==> src/rtl/dma_req_pkg.sv <==
// Package: shared encodings for the DMA channel request detector.
// Assumes: the sensing-mode field is two bits wide; bit 1 selects edge sensing.
package dma_req_pkg;

    // Line sensing encoding as seen on sense_mode_i.
    typedef enum logic [1:0] {
        SENSE_LOW_LVL   = 2'b00,
        SENSE_HIGH_LVL  = 2'b01,
        SENSE_FALL_EDGE = 2'b10,
        SENSE_RISE_EDGE = 2'b11
    } sense_mode_e;

    // True when the mode reacts to transitions rather than levels.
    function automatic logic mode_is_edge(input sense_mode_e m);
        return m[1];
    endfunction

endpackage

==> src/rtl/req_line_sync.sv <==
// Module: req_line_sync
// Brings the asynchronous request line into the clock domain through STAGES
// flops, and keeps one extra flop holding the previous synchronised value for
// edge detection.
// Assumes: each level on line_i lasts longer than one clock period.
module req_line_sync #(
    parameter int   STAGES = 2,
    parameter logic IDLE   = 1'b1
) (
    input  logic clk,
    input  logic rst_n,
    input  logic line_i,
    output logic line_s_o,
    output logic line_prev_o
);
    localparam int DEPTH = STAGES + 1;

    logic [DEPTH-1:0] pipe_q;

    genvar g;
    generate
        for (g = 0; g < DEPTH; g++) begin : g_stage
            if (g == 0) begin : g_first
                // Stage 0: capture the raw line.
                always_ff @(posedge clk) begin
                    if (!rst_n) pipe_q[g] <= IDLE;
                    else        pipe_q[g] <= line_i;
                end
            end else begin : g_next
                // Later stages: shift the sample one flop onwards.
                always_ff @(posedge clk) begin
                    if (!rst_n) pipe_q[g] <= IDLE;
                    else        pipe_q[g] <= pipe_q[g-1];
                end
            end
        end
    endgenerate

    assign line_s_o    = pipe_q[STAGES-1];
    assign line_prev_o = pipe_q[STAGES];

endmodule

==> src/rtl/req_trigger_eval.sv <==
// Module: req_trigger_eval
// Combinational: decides whether a new request event occurs this cycle,
// from the source select, the sensing mode and the start-bit rise.
// Assumes: the mode and source stay stable while the channel is armed.
module req_trigger_eval
    import dma_req_pkg::*;
(
    input  logic        arm_i,
    input  logic        arm_rise_i,
    input  logic        src_ext_i,
    input  sense_mode_e mode_i,
    input  logic        line_s_i,
    input  logic        line_prev_i,
    output logic        trig_o
);
    logic lvl_hit;
    logic edge_hit;

    // Level match against the selected polarity (mode bit 0 = active level).
    always_comb lvl_hit = (line_s_i == mode_i[0]);

    // Edge match: the line moved into the level named by mode bit 0.
    always_comb edge_hit = (line_s_i == mode_i[0]) && (line_prev_i != mode_i[0]);

    // Select the event source; nothing is raised while disarmed.
    always_comb begin
        if (!arm_i)              trig_o = 1'b0;
        else if (!src_ext_i)     trig_o = arm_rise_i;
        else if (mode_is_edge(mode_i)) trig_o = edge_hit;
        else                     trig_o = lvl_hit;
    end

endmodule

==> src/rtl/req_pending.sv <==
// Module: req_pending
// Holds the pending request flag: set by a trigger, cleared by the
// acknowledge, flushed whenever the channel is disarmed.
// Assumes: ack_i is only pulsed while the request is visible.
module req_pending (
    input  logic clk,
    input  logic rst_n,
    input  logic arm_i,
    input  logic trig_i,
    input  logic ack_i,
    output logic pend_o
);
    logic pend_q;

    // Pending flag update; a trigger in the ack cycle re-raises it.
    always_ff @(posedge clk) begin
        if (!rst_n) pend_q <= 1'b0;
        else        pend_q <= arm_i & ((pend_q & ~ack_i) | trig_i);
    end

    assign pend_o = pend_q;

endmodule

==> src/rtl/dma_req_detect.sv <==
// Module: dma_req_detect (top)
// Per-channel DMA request detector. Combines a software start bit with a
// resynchronised external request line sensed by level or edge, and presents
// one request flag retired by the engine's acknowledge.
// Assumes: configuration changes only while arm_i is low.
module dma_req_detect
    import dma_req_pkg::*;
#(
    parameter int   SYNC_STAGES = 2,
    parameter logic LINE_IDLE   = 1'b1
) (
    input  logic       clk,
    input  logic       rst_n,
    input  logic       arm_i,
    input  logic       src_ext_i,
    input  logic [1:0] sense_mode_i,
    input  logic       ext_line_i,
    input  logic       ack_i,
    output logic       req_o
);
    logic        arm_q;
    logic        arm_rise;
    logic        line_s;
    logic        line_prev;
    logic        trig;
    logic        pend;
    sense_mode_e mode;

    // Remember the start bit to find its 0-to-1 change.
    always_ff @(posedge clk) begin
        if (!rst_n) arm_q <= 1'b0;
        else        arm_q <= arm_i;
    end

    assign arm_rise = arm_i & ~arm_q;
    assign mode     = sense_mode_e'(sense_mode_i);

    req_line_sync #(
        .STAGES (SYNC_STAGES),
        .IDLE   (LINE_IDLE)
    ) u_sync (
        .clk         (clk),
        .rst_n       (rst_n),
        .line_i      (ext_line_i),
        .line_s_o    (line_s),
        .line_prev_o (line_prev)
    );

    req_trigger_eval u_eval (
        .arm_i       (arm_i),
        .arm_rise_i  (arm_rise),
        .src_ext_i   (src_ext_i),
        .mode_i      (mode),
        .line_s_i    (line_s),
        .line_prev_i (line_prev),
        .trig_o      (trig)
    );

    req_pending u_pend (
        .clk    (clk),
        .rst_n  (rst_n),
        .arm_i  (arm_i),
        .trig_i (trig),
        .ack_i  (ack_i),
        .pend_o (pend)
    );

    // Disarming masks the request in the same cycle.
    assign req_o = pend & arm_i;

endmodule

==> config.mk <==
export PLATFORM = sky130hd
export DESIGN_NAME = dma_req_detect
export DESIGN_NICKNAME = d
export VERILOG_FILES = /design/src/rtl/dma_req_pkg.sv /design/src/rtl/req_line_sync.sv /design/src/rtl/req_trigger_eval.sv /design/src/rtl/req_pending.sv /design/src/rtl/dma_req_detect.sv
export SDC_FILE = /design/constraint.sdc
export NUM_CORES = 1
export LEC_CHECK = 0
export ABC_AREA = 1
export CAP_MARGIN = 20
export CORE_AREA = 2 2 39 41
export CTS_BUF_LIST = sky130_fd_sc_hd__clkbuf_4 sky130_fd_sc_hd__clkbuf_8
export DETAILED_ROUTE_END_ITERATION = 8
export DIE_AREA = 0 0 41 43
export DONT_BUFFER_PORTS = 1
export PLACE_DENSITY = 0.32
export SLEW_MARGIN = 25
export SYNTH_ARGS = -nofsm -noshare
export SYNTH_HDL_FRONTEND = slang
export SYNTH_SLANG_ARGS = --single-unit
==> constraint.sdc <==
create_clock -name clk -period 1.2 [get_ports clk]
set_input_delay 0.3 -clock clk [delete_from_list [all_inputs] [get_ports clk]]
set_output_delay 0.3 -clock clk [all_outputs]
set_load 0.03 [all_outputs]
# == Word-level counts from Yosys, hierarchy flattened ==
# Index checks and enable logic that the tools add are counted.
# totals
reg_bits,5
inputBits,8
output_inout_bits,1
wordCells,18
# op_classes
n_eq_ne,2
n_mux,3
bitwise_logic,7
n_reduce_logical,1
# ops
cell,count
$and A1 B1 Y1,4
$mux W1,3
$not A1 Y1,2
$eq A1 B1 Y1,1
$logic_and A1 B1 Y1,1
$ne A1 B1 Y1,1
$or A1 B1 Y1,1

# == Depth between registers and ports, before layout ==
# logic_depth
depth_word,7
mapped_depth,6
ltp_nobuf,6

# == Modules after synthesis ==
# A second synthesis with hierarchy kept.
# unflattened
cells_unflattened,32
hier_area_um2,215.2
# modules_own_cells
mod,n_inst,cells_per_inst,area_per_inst_um2,seq_area_each_um2
req_line_sync,1,9,82.6,60.1
dma_req_detect,1,7,45.0,20.0
req_pending,1,6,43.8,20.0
req_trigger_eval,1,10,43.8,0.0

# == Least setup slack after synthesis ==
# OpenSTA, ideal clock, no wires.
# synth_path
path_type,reg-to-output
startpoint,"register u_pend.pend_q, in the netlist u_pend.pend_o"
endpoint,output port req_o
arrival_ps,542
required_time_ps,900
slack_ps,358
path_stages_with_launch,3
n_path_buf,0
cell_sequence,dfxtp_1 > nand2_1 > inv_1
# synth_between
elab_chain_cells,1
# synth_rtl
item,line_no,source
from (decl),req_pending.sv:13,logic pend_q;
from (signal assigned),req_pending.sv:18,else pend_q <= arm_i & ((pend_q & ~ack_i) | trig_i);
$and A1 B1 Y1,dma_req_detect.sv:69,assign req_o = pend & arm_i;
to (decl),dma_req_detect.sv:19,output logic req_o
# No other way between the ends.

# == Worst setup path after layout ==
# Same ends and word-level chain as after synthesis.

==> metrics.md <==
| Metric | Value |
|---|---|
| Vias in the first global route | 155 |
| Flop and latch count out of synthesis | 5 |
| Maximum clock frequency | 888 MHz |
| Row count | 14 |
| CTS buffer count | 3 |
| 1st-iter DRT viols | 0 |
| Maximum number of pins on one net before global-route repair | 5 |
| Worst min path class | in2reg |
| Required time of the worst setup path | 0.90 ns |
| Final Max Tran Viols | 0 |
| Clock tree from TritonCTS | built |
| Count of maximum capacitance violations | 0 |
| Pwr Density | around 1700 nW/um^2 |
| Number of instances in the synthesized netlist | 29 |
| Bufs on Longest Clock Path | 2 |
| Global Route met2 Usage | 0.0656 |
| Largest delay contributor family on the critical path | flip-flops |
| Area fraction of the dominant cell type after synthesis | 0.510 |
| Sequential-to-total area share from yosys stat | 0.510 |
| Max rail drop VDD | roughly 0.37 mV |
| Yosys warns | 0 |
| Max stage delay on crit path | about 0.32 ns |
| Final hold violations | 0 |
| Port buffer count | 0 |
| Final global-route overflow total | 0 |
| Library cell with the largest summed area after synthesis | sky130_fd_sc_hd__dfxtp_1 |
| Critical path cell sequence | nand2_1 > inv_1 |
| Drc violations | 0 |
| Vias | 157 |
| WP buf/inv | 1 |
| Count of buffers added by post-CTS timing repair for setup | 0 |
| Netlist cell types | 6 |
| Hold buffer count at cts | 0 |
| Post-synthesis area per instance | slightly below 7 um^2 |
| Core footprint | 1380 um^2 |
| Clock network latency to the later pin of the worst-skew pair | 0.24 ns |
| Setup skew after layout | 0.00611 ns |
| Final HPWL DP | 285 um |
| H-Tree Level Count | 1 |
| Critical-path top delay cell | sky130_fd_sc_hd__dfxtp_1 |
| Worst Tran Pin Value | 0.263 ns |
| M1 GR Usage | 0.0388 |
| Global-route wire length before repair | 517 um |
| Minimum clock period | 1.13 ns |
| Post-layout worst setup margin | 0.0736 ns |
| Number of antenna-violating nets in the routed design | 0 |
| Initial core utilization | 0.142 |
| Setup repair after global routing missed its margin | false |
| Antenna Cells | 0 |
| Final Routed Wirelength | approximately 340 um |
| Lkg Pwr | approximately 0.15 nW |
| Count of fill cells added during filler insertion | 160 |
| Final net count | 42 |
| Detailed-route vias per instance | 3.20 |
| Overall fraction of global-route tracks in use | 0.0473 |
| Number of antenna violations at the first check in global routing | 0 |
| Status | complete, no violations |
| Layout cells sized above 1 | 0.152 |
| # setup viols final | 0 |
| Mapped Nets | 37 |
| M3 GR Usage | 0.0576 |
| Layout overhead on the synthesized area | 25.5% |
| Die Span X | 41 um |
| Worst Setup Slack post-DPL | between 0.3 and 0.4 ns |
| Die outline height | 43 um |
| Number of top-level design ports | 9 |
| Global route hottest layer | met2 |
| Worst setup EP type | primary output |
| Max FO, Critical Path | 2 |
| Portion of the clock cycle consumed by the worst path in the final layout | 0.939 |
| Data arrival, critical path | between 0.8 and 0.9 ns |
| GP Congestion | between 0.5 and 0.6 |
| Post_cts resized | 0 |
| Largest cells by area after synthesis | sky130_fd_sc_hd__dfxtp_1 (51%), sky130_fd_sc_hd__nand2_1 (23%), sky130_fd_sc_hd__inv_1 (15%) |
| Clock sinks | 5 |
| Cell area after technology mapping | ~200 um^2 |
| Clock root buffer | sky130_fd_sc_hd__clkbuf_4 |
| Clock slew at the register clock pins of the worst setup and hold paths | 0.05 ns |
| Classification of the worst setup path | reg2out |
| Area of the die | roughly 1800 um^2 |
| Post-detailed-route wirelength per cell | 6.90 um |
| Worst slew margin relative to its limit | 0.825 |
| Worst Setup Start Kind | flip-flop |
| Final sum of negative setup slack | 0 ns |
| Length of the first detailed-routing pass in iterations | 1 |
## final timing paths
check,from,to,slack (ns),cells after the start
hold / removal,rst_n,u_sync.line_prev_o$_SDFF_PN1_,0.13,1
hold reg to reg,u_sync.pipe_q[0]$_SDFF_PN1_,u_sync.line_s_o$_SDFF_PN1_,0.40,2
setup / recovery,u_pend.pend_o$_SDFF_PN0_,req_o,0.07,2
setup reg to reg,u_sync.line_s_o$_SDFF_PN1_,u_pend.pend_o$_SDFF_PN0_,0.44,6
## cell families after synthesis
logic type	after synthesis	synth area share
and+or+nand+nor	14	0.268
buffers and inverters	8	0.153
DFF	5	0.510
AOI/OAI and AO/OA	2	0.0700
## registers in the layout (all words and copies together) (netlist names)
| name | flops |
|---|---|
| u_sync.line_s_o | 1 |
| u_pend.pend_o | 1 |
| u_sync.line_prev_o | 1 |
| u_sync.pipe_q | 1 |
| arm_q | 1 |
## cells in the mapped netlist
| cell type | count |
|---|---|
| sky130_fd_sc_hd__a21oi_2 | 1 |
| sky130_fd_sc_hd__nor2_1 | 2 |
| sky130_fd_sc_hd__dfxtp_1 | 5 |
| sky130_fd_sc_hd__a21oi_1 | 1 |
| sky130_fd_sc_hd__inv_1 | 8 |
| sky130_fd_sc_hd__nand2_1 | 12 |
## final cells by class
cell class	instances	area, um^2	area share
flip-flops and latches	5	100	0.406
multi-input cells	16	66.3	0.269
clock buffers	4	30.0	0.122
inverters	8	30.0	0.122
well taps	16	20.0	0.0812
## metal layers
layer / wire, um / part of all wire / vias up
li1: - / - / 88
met1: 138 / 0.41 / 63
met2: 168 / 0.50 / 6
met3: 32 / 0.095 / 0
met4: 0 / 0 / 0
met5: 0 / 0 / -
## cells in the final DEF (no fill, tap or decap), drive strengths merged
cell,Yosys,routed
a21oi,2,2
clkbuf,0,4
dfxtp,5,5
inv,8,8
nand2,12,12
nor2,2,2
## metrics by stage
step	power (mW)	util	std cells	instance area [um^2]	hold WS, ns
floorplan	0.198	-	29	196	0.369
global placement	0.200	0.156	45	216	0.372
detailed placement	0.201	0.156	45	216	0.372
CTS	0.426	0.178	49	246	0.114
global route	0.437	0.178	49	246	0.118
finish	0.414	0.178	49	246	0.125
## power by group
group	internal [mW]	switching [mW]	leakage, nW
Clock	0.148	0.0674	0.0184
Combinational	0.00799	0.0124	0.0923
Sequential	0.174	0.00318	0.0413
Power figures use the tool's default switching activity.
